==> config.mk <==
export PLATFORM = sky130hd
export DESIGN_NAME = usb_evt_mon
export DESIGN_NICKNAME = d
export VERILOG_FILES = /design/src/rtl/usb_evt_pkg.sv /design/src/rtl/usb_evt_timers.sv /design/src/rtl/usb_evt_stat.sv /design/src/rtl/usb_evt_irq.sv /design/src/rtl/usb_evt_mon.sv
export SDC_FILE = /design/constraint.sdc
export NUM_CORES = 1
export LEC_CHECK = 0
export BUFFER_PORTS_ARGS = -buffer_cell sky130_fd_sc_hd__buf_4
export CORE_UTILIZATION = 55
export CTS_CLUSTER_DIAMETER = 30
export CTS_CLUSTER_SIZE = 8
export DETAILED_ROUTE_END_ITERATION = 12
export PLACE_DENSITY = 0.79
export SYNTH_ARGS = -nofsm -noshare
export SYNTH_HDL_FRONTEND = slang
export SYNTH_SLANG_ARGS = --single-unit
==> constraint.sdc <==
create_clock -name clk_i -period 3.3 [get_ports clk_i]
set_input_delay 0.66 -clock clk_i [delete_from_list [all_inputs] [get_ports clk_i]]
set_output_delay 0.66 -clock clk_i [all_outputs]
set_load 0.005 [all_outputs]
==> src/rtl/usb_evt_pkg.sv <==
package usb_evt_pkg;
  localparam int NST = 5;
  localparam int ST_MISS = 0;
  localparam int ST_SOF  = 1;
  localparam int ST_BRST = 2;
  localparam int ST_IDLE = 3;
  localparam int ST_WAKE = 4;

  localparam int PR_ISO_EN  = 7;
  localparam int PR_ISO_LO  = 4;
  localparam int PR_NISO_EN = 3;
  localparam int PR_NISO_LO = 0;
  localparam int LVL_W      = 3;

  typedef logic [NST-1:0] stat_t;
  typedef logic [LVL_W-1:0] lvl_t;
endpackage

==> src/rtl/usb_evt_timers.sv <==
module usb_evt_timers #(
  parameter int TICK_DIV    = 48,
  parameter int IDLE_TICKS  = 3000,
  parameter int FRAME_TICKS = 1000
) (
  input  logic clk_i,
  input  logic rst_ni,
  input  logic act_any_i,
  input  logic sof_i,
  input  logic idle_en_i,
  input  logic frame_en_i,
  output logic idle_hit_o,
  output logic frame_miss_o
);
  localparam int PW = (TICK_DIV > 1) ? $clog2(TICK_DIV) : 1;
  localparam int IW = $clog2(IDLE_TICKS + 1);
  localparam int FW = $clog2(FRAME_TICKS + 1);

  logic [PW-1:0] pre_q, pre_d;
  logic [IW-1:0] idle_q, idle_d;
  logic          done_q, done_d;
  logic [FW-1:0] frm_q, frm_d;
  logic          tick;

  // shared tick prescaler
  always_comb begin
    tick  = (pre_q == PW'(TICK_DIV - 1));
    pre_d = tick ? '0 : pre_q + 1'b1;
  end

  // idle timer next state
  always_comb begin
    idle_d     = idle_q;
    done_d     = done_q;
    idle_hit_o = 1'b0;
    if (act_any_i || !idle_en_i) begin
      idle_d = '0;
      done_d = 1'b0;
    end else if (tick && !done_q) begin
      if (idle_q == IW'(IDLE_TICKS - 1)) begin
        idle_hit_o = 1'b1;
        done_d     = 1'b1;
        idle_d     = '0;
      end else begin
        idle_d = idle_q + 1'b1;
      end
    end
  end

  // frame timer next state
  always_comb begin
    frm_d        = frm_q;
    frame_miss_o = 1'b0;
    if (sof_i || !frame_en_i) begin
      frm_d = '0;
    end else if (tick) begin
      if (frm_q == FW'(FRAME_TICKS - 1)) begin
        frame_miss_o = 1'b1;
        frm_d        = '0;
      end else begin
        frm_d = frm_q + 1'b1;
      end
    end
  end

  always_ff @(posedge clk_i or negedge rst_ni) begin
    if (!rst_ni) begin
      pre_q  <= '0;
      idle_q <= '0;
      done_q <= 1'b0;
      frm_q  <= '0;
    end else begin
      pre_q  <= pre_d;
      idle_q <= idle_d;
      done_q <= done_d;
      frm_q  <= frm_d;
    end
  end
endmodule

==> src/rtl/usb_evt_stat.sv <==
module usb_evt_stat
  import usb_evt_pkg::*;
(
  input  logic  clk_i,
  input  logic  rst_ni,
  input  logic  act_any_i,
  input  logic  sof_i,
  input  logic  busrst_i,
  input  logic  idle_hit_i,
  input  logic  frame_miss_i,
  input  logic  lp_set_i,
  input  logic  wr_i,
  input  stat_t wdata_i,
  output stat_t stat_o,
  output logic  lp_o,
  output logic  wake_o,
  output logic  idle_en_o,
  output logic  frame_en_o,
  output logic  addr_clr_o
);
  logic  lp_q, lp_d;
  logic  arm_q, arm_d;
  logic  rsm_q, rsm_d;
  logic  clr_q;
  stat_t set_vec;

  // wake path is combinational: flag drops in the cycle of the activity
  always_comb begin
    wake_o     = lp_q & act_any_i;
    lp_o       = lp_q & ~act_any_i;
    idle_en_o  = arm_q & ~lp_q;
    frame_en_o = ~lp_q;
  end

  always_comb begin
    lp_d  = lp_q;
    arm_d = arm_q;
    rsm_d = rsm_q;
    if (wake_o) begin
      lp_d  = 1'b0;
      rsm_d = 1'b1;
    end else if (lp_set_i) begin
      lp_d = 1'b1;
    end
    if (busrst_i) begin
      arm_d = 1'b1;
      rsm_d = 1'b0;
    end else if (lp_set_i && !wake_o) begin
      arm_d = 1'b0;
    end else if (rsm_q && sof_i) begin
      arm_d = 1'b1;
      rsm_d = 1'b0;
    end
  end

  always_comb begin
    set_vec          = '0;
    set_vec[ST_MISS] = frame_miss_i;
    set_vec[ST_SOF]  = sof_i;
    set_vec[ST_BRST] = busrst_i;
    set_vec[ST_IDLE] = idle_hit_i;
    set_vec[ST_WAKE] = wake_o;
  end

  for (genvar b = 0; b < NST; b++) begin : g_bit
    logic bit_q, bit_d, bit_en;
    always_comb begin
      bit_en = set_vec[b] | (wr_i & ~wdata_i[b]);
      bit_d  = set_vec[b];
    end
    always_ff @(posedge clk_i or negedge rst_ni) begin
      if (!rst_ni)     bit_q <= 1'b0;
      else if (bit_en) bit_q <= bit_d;
    end
    assign stat_o[b] = bit_q;
  end

  always_ff @(posedge clk_i or negedge rst_ni) begin
    if (!rst_ni) begin
      lp_q  <= 1'b0;
      arm_q <= 1'b0;
      rsm_q <= 1'b0;
      clr_q <= 1'b0;
    end else begin
      lp_q  <= lp_d;
      arm_q <= arm_d;
      rsm_q <= rsm_d;
      clr_q <= busrst_i;
    end
  end

  assign addr_clr_o = clr_q;
endmodule

==> src/rtl/usb_evt_irq.sv <==
module usb_evt_irq
  import usb_evt_pkg::*;
(
  input  logic       clk_i,
  input  logic       rst_ni,
  input  stat_t      stat_i,
  input  logic       mask_wr_i,
  input  stat_t      mask_wdata_i,
  input  logic       prio_wr_i,
  input  logic [7:0] prio_wdata_i,
  input  logic       iso_pend_i,
  input  logic       niso_pend_i,
  output stat_t      mask_o,
  output logic [7:0] prio_o,
  output logic       irq_o,
  output lvl_t       lvl_o
);
  stat_t      mask_q;
  logic [7:0] prio_q;
  logic       iso_req, niso_req;
  lvl_t       iso_lvl, niso_lvl;

  always_comb begin
    iso_lvl  = prio_q[PR_ISO_LO +: LVL_W];
    niso_lvl = prio_q[PR_NISO_LO +: LVL_W];
    iso_req  = prio_q[PR_ISO_EN] & iso_pend_i;
    niso_req = prio_q[PR_NISO_EN] & niso_pend_i;
    if (iso_req && niso_req) lvl_o = (iso_lvl <= niso_lvl) ? iso_lvl : niso_lvl;
    else if (iso_req)        lvl_o = iso_lvl;
    else if (niso_req)       lvl_o = niso_lvl;
    else                     lvl_o = '1;
    irq_o = (|(stat_i & mask_q)) | iso_req | niso_req;
  end

  always_ff @(posedge clk_i or negedge rst_ni) begin
    if (!rst_ni)        mask_q <= '0;
    else if (mask_wr_i) mask_q <= mask_wdata_i;
  end

  always_ff @(posedge clk_i or negedge rst_ni) begin
    if (!rst_ni)        prio_q <= '0;
    else if (prio_wr_i) prio_q <= prio_wdata_i;
  end

  assign mask_o = mask_q;
  assign prio_o = prio_q;
endmodule

==> src/rtl/usb_evt_mon.sv <==
module usb_evt_mon
  import usb_evt_pkg::*;
#(
  parameter int TICK_DIV    = 48,
  parameter int IDLE_TICKS  = 3000,
  parameter int FRAME_TICKS = 1000
) (
  input  logic           clk_i,
  input  logic           rst_ni,
  input  logic           act_stb_i,
  input  logic           sof_stb_i,
  input  logic           busrst_stb_i,
  input  logic           lp_set_i,
  input  logic           stat_wr_i,
  input  logic [NST-1:0] stat_wdata_i,
  input  logic           mask_wr_i,
  input  logic [NST-1:0] mask_wdata_i,
  input  logic           prio_wr_i,
  input  logic [7:0]     prio_wdata_i,
  input  logic           iso_pend_i,
  input  logic           niso_pend_i,
  output logic [NST-1:0] stat_o,
  output logic [NST-1:0] mask_o,
  output logic [7:0]     prio_o,
  output logic           irq_o,
  output logic [2:0]     irq_lvl_o,
  output logic           wake_o,
  output logic           lp_susp_o,
  output logic           addr_clr_o
);
  logic [1:0] rsync_q;
  logic       rst_n;
  logic       act_any, idle_en, frame_en, idle_hit, frame_miss;
  stat_t      stat;

  // asynchronous assert, synchronous release
  always_ff @(posedge clk_i or negedge rst_ni) begin
    if (!rst_ni) rsync_q <= '0;
    else         rsync_q <= {rsync_q[0], 1'b1};
  end
  assign rst_n   = rsync_q[1];
  assign act_any = act_stb_i | sof_stb_i | busrst_stb_i;

  usb_evt_timers #(
    .TICK_DIV    (TICK_DIV),
    .IDLE_TICKS  (IDLE_TICKS),
    .FRAME_TICKS (FRAME_TICKS)
  ) i_timers (
    .clk_i        (clk_i),
    .rst_ni       (rst_n),
    .act_any_i    (act_any),
    .sof_i        (sof_stb_i),
    .idle_en_i    (idle_en),
    .frame_en_i   (frame_en),
    .idle_hit_o   (idle_hit),
    .frame_miss_o (frame_miss)
  );

  usb_evt_stat i_stat (
    .clk_i        (clk_i),
    .rst_ni       (rst_n),
    .act_any_i    (act_any),
    .sof_i        (sof_stb_i),
    .busrst_i     (busrst_stb_i),
    .idle_hit_i   (idle_hit),
    .frame_miss_i (frame_miss),
    .lp_set_i     (lp_set_i),
    .wr_i         (stat_wr_i),
    .wdata_i      (stat_wdata_i),
    .stat_o       (stat),
    .lp_o         (lp_susp_o),
    .wake_o       (wake_o),
    .idle_en_o    (idle_en),
    .frame_en_o   (frame_en),
    .addr_clr_o   (addr_clr_o)
  );

  usb_evt_irq i_irq (
    .clk_i        (clk_i),
    .rst_ni       (rst_n),
    .stat_i       (stat),
    .mask_wr_i    (mask_wr_i),
    .mask_wdata_i (mask_wdata_i),
    .prio_wr_i    (prio_wr_i),
    .prio_wdata_i (prio_wdata_i),
    .iso_pend_i   (iso_pend_i),
    .niso_pend_i  (niso_pend_i),
    .mask_o       (mask_o),
    .prio_o       (prio_o),
    .irq_o        (irq_o),
    .lvl_o        (irq_lvl_o)
  );

  assign stat_o = stat;
endmodule

* Word level (Yosys, flattened, before mapping)
Index checks and enable logic that the tools add are counted.
Storage, ports and cells: register bits 53, latch bits 0, RAM bits 0, memory bits (read-only) 0, output and inout bits 25, logic and storage cells 95, memories 0
Cells by class: add/sub/neg operators 3, multiply operators 0, divide/modulo/power cells 0, order comparisons 1, equal/unequal tests 3, shift-type cells 0, multiplexer cells 29, bitwise gates (word level) 27, reduce and logical (&&, ||, !) cells 16
Operator list (count):
- 2-to-1 mux 12 bit | 3
- 2-to-1 mux 10 bit | 3
- 2-to-1 mux 1 bit | 18
- adder 12 x 1 -> 12 bit, second input constant | 1
- equality test 12 bit, second input constant | 1
- 2-to-1 mux 3 bit | 4
- adder 10 x 1 -> 10 bit, second input constant | 1
- bitwise AND 1 bit | 10
- equality test 10 bit, second input constant | 1
- bitwise OR 1 bit | 9
- nonzero test 2 bit | 4
- inverter 1 bit | 7
- adder 6 x 1 -> 6 bit, second input constant | 1
- equality test 6 bit, second input constant | 1
- 2-to-1 mux 6 bit | 1
- bitwise AND 5 bit | 1
- OR reduction 5 bit | 1
- logical AND 1 bit | 4
- <= comparator 3 bit | 1
- zero test 1 bit | 3
- nonzero test 3 bit | 1
- logical OR 1 bit | 2
- AND reduction 2 bit | 1

* Longest topological paths before layout
depth in word-level cells 7, mapped depth 7, depth with buffers taken out 7

* Modules after synthesis
Synthesis repeated with hierarchy kept, for this count alone.
Second synthesis, totals: cells, all modules 250, area, all modules 2665.1 um2
By module, submodules not included:
- usb_evt_timers | times used 1, cells an instance 161, area an instance 1567.8 um2, sequential area each 725.7 um2
- usb_evt_irq | times used 1, cells an instance 51, area an instance 625.6 um2, sequential area each 325.3 um2
- usb_evt_stat | times used 1, cells an instance 34, area an instance 411.6 um2, sequential area each 225.2 um2
- usb_evt_mon | times used 1, cells an instance 4, area an instance 60.1 um2, sequential area each 50.0 um2

* Worst setup path before layout
Ideal clock, no wire load.
path kind register to output, start point register i_irq.prio_q[1], in the netlist i_irq.prio_o[1], end point output port irq_lvl_o[0], arrival time 1.515 ns, data required time 2.640 ns, setup slack 1.125 ns, cell stages (with the launch flop) 8, path through dfrtp_1 > inv_1 > ha_1 > nor2b_1 > o21a_1 > o21ai_0 > nor2b_1 > o32a_1
On the way: longest elaborated chain between the ends 3
Ends and longest elaborated chain:
- from (decl) | RTL line usb_evt_irq.sv:19 | logic [7:0] prio_q;
- from (signal assigned) | RTL line usb_evt_irq.sv:42 | else if (prio_wr_i) prio_q <= prio_wdata_i;
- <= comparator 3 bit | RTL line usb_evt_irq.sv:28 | if (iso_req && niso_req) lvl_o = (iso_lvl <= niso_lvl) ? iso_lvl : niso_lvl;
- 2-to-1 mux 3 bit (2 in a row) | RTL line usb_evt_irq.sv:28
- to (decl) | RTL line usb_evt_mon.sv:26 | output logic [2:0] irq_lvl_o,
No other way between the ends.

* Final worst setup path
start point register i_irq.prio_q[1], in the netlist i_irq.prio_o[1], end point output port irq_lvl_o[1]
On the way: longest elaborated chain between the ends 3
Ends and longest elaborated chain (RTL line):
- <= comparator 3 bit or 2-to-1 mux 3 bit (tied branches) | usb_evt_irq.sv:28, usb_evt_irq.sv:30
- 2-to-1 mux 3 bit, on equally long branches | usb_evt_irq.sv:28, usb_evt_irq.sv:29
- 2-to-1 mux 3 bit (*) | usb_evt_irq.sv:28
Mark *: on every way between the ends. The rest lies on a longest branch, timed or not.

==> results.py <==
metrics = {
    "pwr": {
        "p_leak_nw": 1.41,
        "p_sw_uw": 292,
        "p_comb_frac": 0.122,
        "seqPwrFrac": 0.588,
        "irDropWorstVdd_mv": 0.251,
        "swShare": 0.242,
        "p_int_uw": 912,
        "finalPower_mw": 1.20,
        "clockPowerShare": 0.290,
        "powerDensity_nw_per_um2": 386,
    },
    "global_route": {
        "grt_start_max_net_pins": 52,
        "grt_pass1_wl_um": 9290,
        "grt_pass1_vias": 2096,
        "antenna_found_initial": 0,
        "grt_overflow_total": 0,
        "gr-usage-all-layers": 0.232,
    },
    "sta": {
        "slew_violations": 0,
        "fin_crit_ns": 2.71,
        "slew_headroom": 0.281,
        "clock_skew_ns": 0.00604,
        "finalHoldViolations": 0,
        "final.period_utilization": 0.820,
        "fmax_mhz": 370,
        "tns_ns": 0,
        "setup_violations": 0,
        "rsz0062_at_grt": "no",
        "tightest_slew_ns": 1.08,
    },
    "drt": {
        "wirelength_um": 5290,
        "vias_per_cell": 5.69,
        "drtAntennaViolNets": 0,
        "first_iter_violations": 195,
        "dr.pass1.iters": 9,
        "vias": 2077,
        "wl_per_cell_um": 14.5,
        "drc": 3,
    },
    "run_status": {
        "violations": "DRC",
        "outcome": "finished, violations left",
    },
    "synthesis": {
        "syn-instance-count": 262,
        "ys_ff_latch": 53,
        "synth_top_area_cell": "dfrtp_1",
        "synth_seq_area_share": 0.502,
        "synth.top_cell.area_share": 0.502,
        "yosysMostFrequentCell": "dfrtp_1",
        "yosys_most_used_dff": "dfrtp_1",
        "synth_common_cells": "53 x dfrtp_1, 26 x nand2_1, 26 x nor2_1",
        "yosys-top-cells-area": "dfrtp_1 50%, mux2_2 4.7%, o21ai_0 4.5%",
        "synth_fp_nets": 297,
        "synth.avg_cell_area_um2": 10.1,
        "yosysWarnings": 0,
        "synth_edf_count": 0,
        "async_flop_share": 1.00,
        "synth_area_um2": 2640,
        "yosysUniqueCellTypes": 49,
    },
    "final_layout": {
        "fillCellCount": 331,
        "seq_area_um2": 1330,
        "area_growth_pct": 18.0,
        "multi_input_area_um2": 1220,
        "drive_gt1_frac": 0.265,
        "finalNetCount": 347,
        "diodes": 0,
    },
    "placed_design": {
        "place_congestion": 0.822,
        "io_buffer_count": 53,
        "place_hpwl_um": 3890,
    },
    "critical_path": {
        "cp.required_ns": 2.64,
        "cp-start-kind": "flop",
        "worst-path-max-fanout": 3,
        "crit_arrival_ns": 2.05,
        "crit_path_end_kind": "output pin",
        "critical_path_class": "reg -> out",
    },
    "clock_tree": {
        "clk_path_buf_depth": 2,
        "cts-buffers-inserted": 5,
        "cts_setup_buffers": 0,
        "cts.sinks": 53,
        "holdBufCountCts": 0,
        "clk_pin_slew_ns": 0.09,
        "cts_tree": "yes",
        "htree_num_levels": 2,
        "cts_root_buf": "clkbuf_8",
        "cts_resized": 0,
        "clock_latency_ns": 0.30,
    },
    "die": {
        "initial_core_util": 0.591,
        "die_x_um": 71.3,
        "die_y_um": 71.3,
        "ioPinCount": 54,
        "dieArea_um2": 5090,
        "rows": 24,
        "coreArea_um2": 4470,
    },
    "flow_run": {
        "maxCapViolations": 0,
    },
    "worst_hold_path": {
        "hold_path.class": "in -> async",
    },
}
[through the flow]
stage | cell area [um2] | hold WS, ns | cells | util | setup slack [ns]
4_1_cts | 3120 | 0.106 | 365 | 0.697 | 0.562
6_report | 3120 | 0.118 | 365 | 0.697 | 0.595
3_5_place_dp | 3040 | 0.345 | 357 | 0.679 | 0.922
5_1_grt | 3120 | 0.0970 | 365 | 0.697 | 0.396
3_3_place_gp | 3040 | 0.342 | 357 | 0.679 | 0.981
2_1_floorplan | 2640 | 0.331 | 262 | - | 1.12
[flip-flops by register name (all words and copies together) (netlist names)]
register and cells:
i_stat.g_bit.bit_q 5, i_stat.addr_clr_o 1, rsync_q 2, i_timers.done_q 1
i_irq.prio_o 8, i_irq.mask_o 5, i_stat.rsm_q 1, i_timers.frm_q 10
i_stat.arm_q 1, i_stat.lp_q 1, i_timers.pre_q 6, i_timers.idle_q 12
[cell families after synthesis]
group,count (synthesis),synth area share
AND/OR/NAND/NOR,106,0.214
AO/OA/AOI/OAI,60,0.145
flip-flops,53,0.502
buffers and inverters,17,0.0364
multiplexers,11,0.0469
XOR/XNOR,8,0.0265
adder cells (fa/ha/maj),6,0.0284
other,1,0.00142
[per-layer routing]
layer	wire [um]	share of wire	GRT usage
met5	0	0	0
met4	85	0.016	0.0778
met3	172	0.033	0.0506
met2	2680	0.51	0.401
met1	2350	0.44	0.289
[worst max-delay path, stage by stage (launching register included)]
cell     delay, ns
dfrtp_1       0.38
inv_1         0.06
ha_1          0.30
nor2b_1       0.13
o21a_1        0.16
o21ai_0       0.19
nor2b_1       0.25
o32a_1        0.18
buf_4         0.11
[final cells by class]
class,count,area share
inverters,7,0.00842
flip-flops and latches,53,0.425
clock inverters,2,0.00321
multi-input cells,192,0.391
well taps,52,0.0209
clock buffers,6,0.0233
repair buffers,53,0.128
[layout by cell type (no fill, tap or decap), types with 2 or more instances in the layout]
cell and count:
buf_4 53, dfrtp_1 52, nor2_1 26, nand2_1 26
o21ai_0 24, mux2_2 11, nand3_1 10, nor3_1 9
a21oi_1 9, nand4_1 8, inv_1 7, xor2_1 6
ha_1 6, a21o_1 5, clkbuf_8 5, nor2b_1 4
a31oi_1 4, o32a_1 3, nand2b_1 3, nor3b_1 3
o21a_1 2, a22o_1 2, a311oi_1 2, or2_2 2
xnor2_1 2, and3_1 2, or4_1 2, and2b_2 2
clkinv_2 2
[power groups by stage]
stage                     logic [mW]  registers [mW]  clock network [mW]
after floorplan               0.0696           0.714                   0
after global placement         0.145           0.720                   0
after detailed placement       0.148           0.721                   0
after CTS                      0.149           0.708               0.364
after global routing           0.163           0.714               0.384
final                          0.147           0.707               0.349
[worst paths after layout]
| check | startpoint | endpoint | slack [ns] | cells past startpoint |
|---|---|---|---|---|
| setup / recovery | i_irq.prio_o[1] | irq_lvl_o[1] | 0.59 | 8 |
| hold / removal | rst_ni | rsync_q[1] | 0.12 | 1 |
| setup reg to reg | i_timers.idle_q[6] | i_timers.idle_q[3] | 0.97 | 5 |
| hold reg to reg | rsync_q[0] | rsync_q[1] | 0.37 | 0 |
| max in group asynchronous | rsync_q[1] | i_irq.mask_o[0] | 2.16 | 0 |
| min in group clk_i | rsync_q[0] | rsync_q[1] | 0.37 | 0 |
Power figures use the tool's default switching activity.
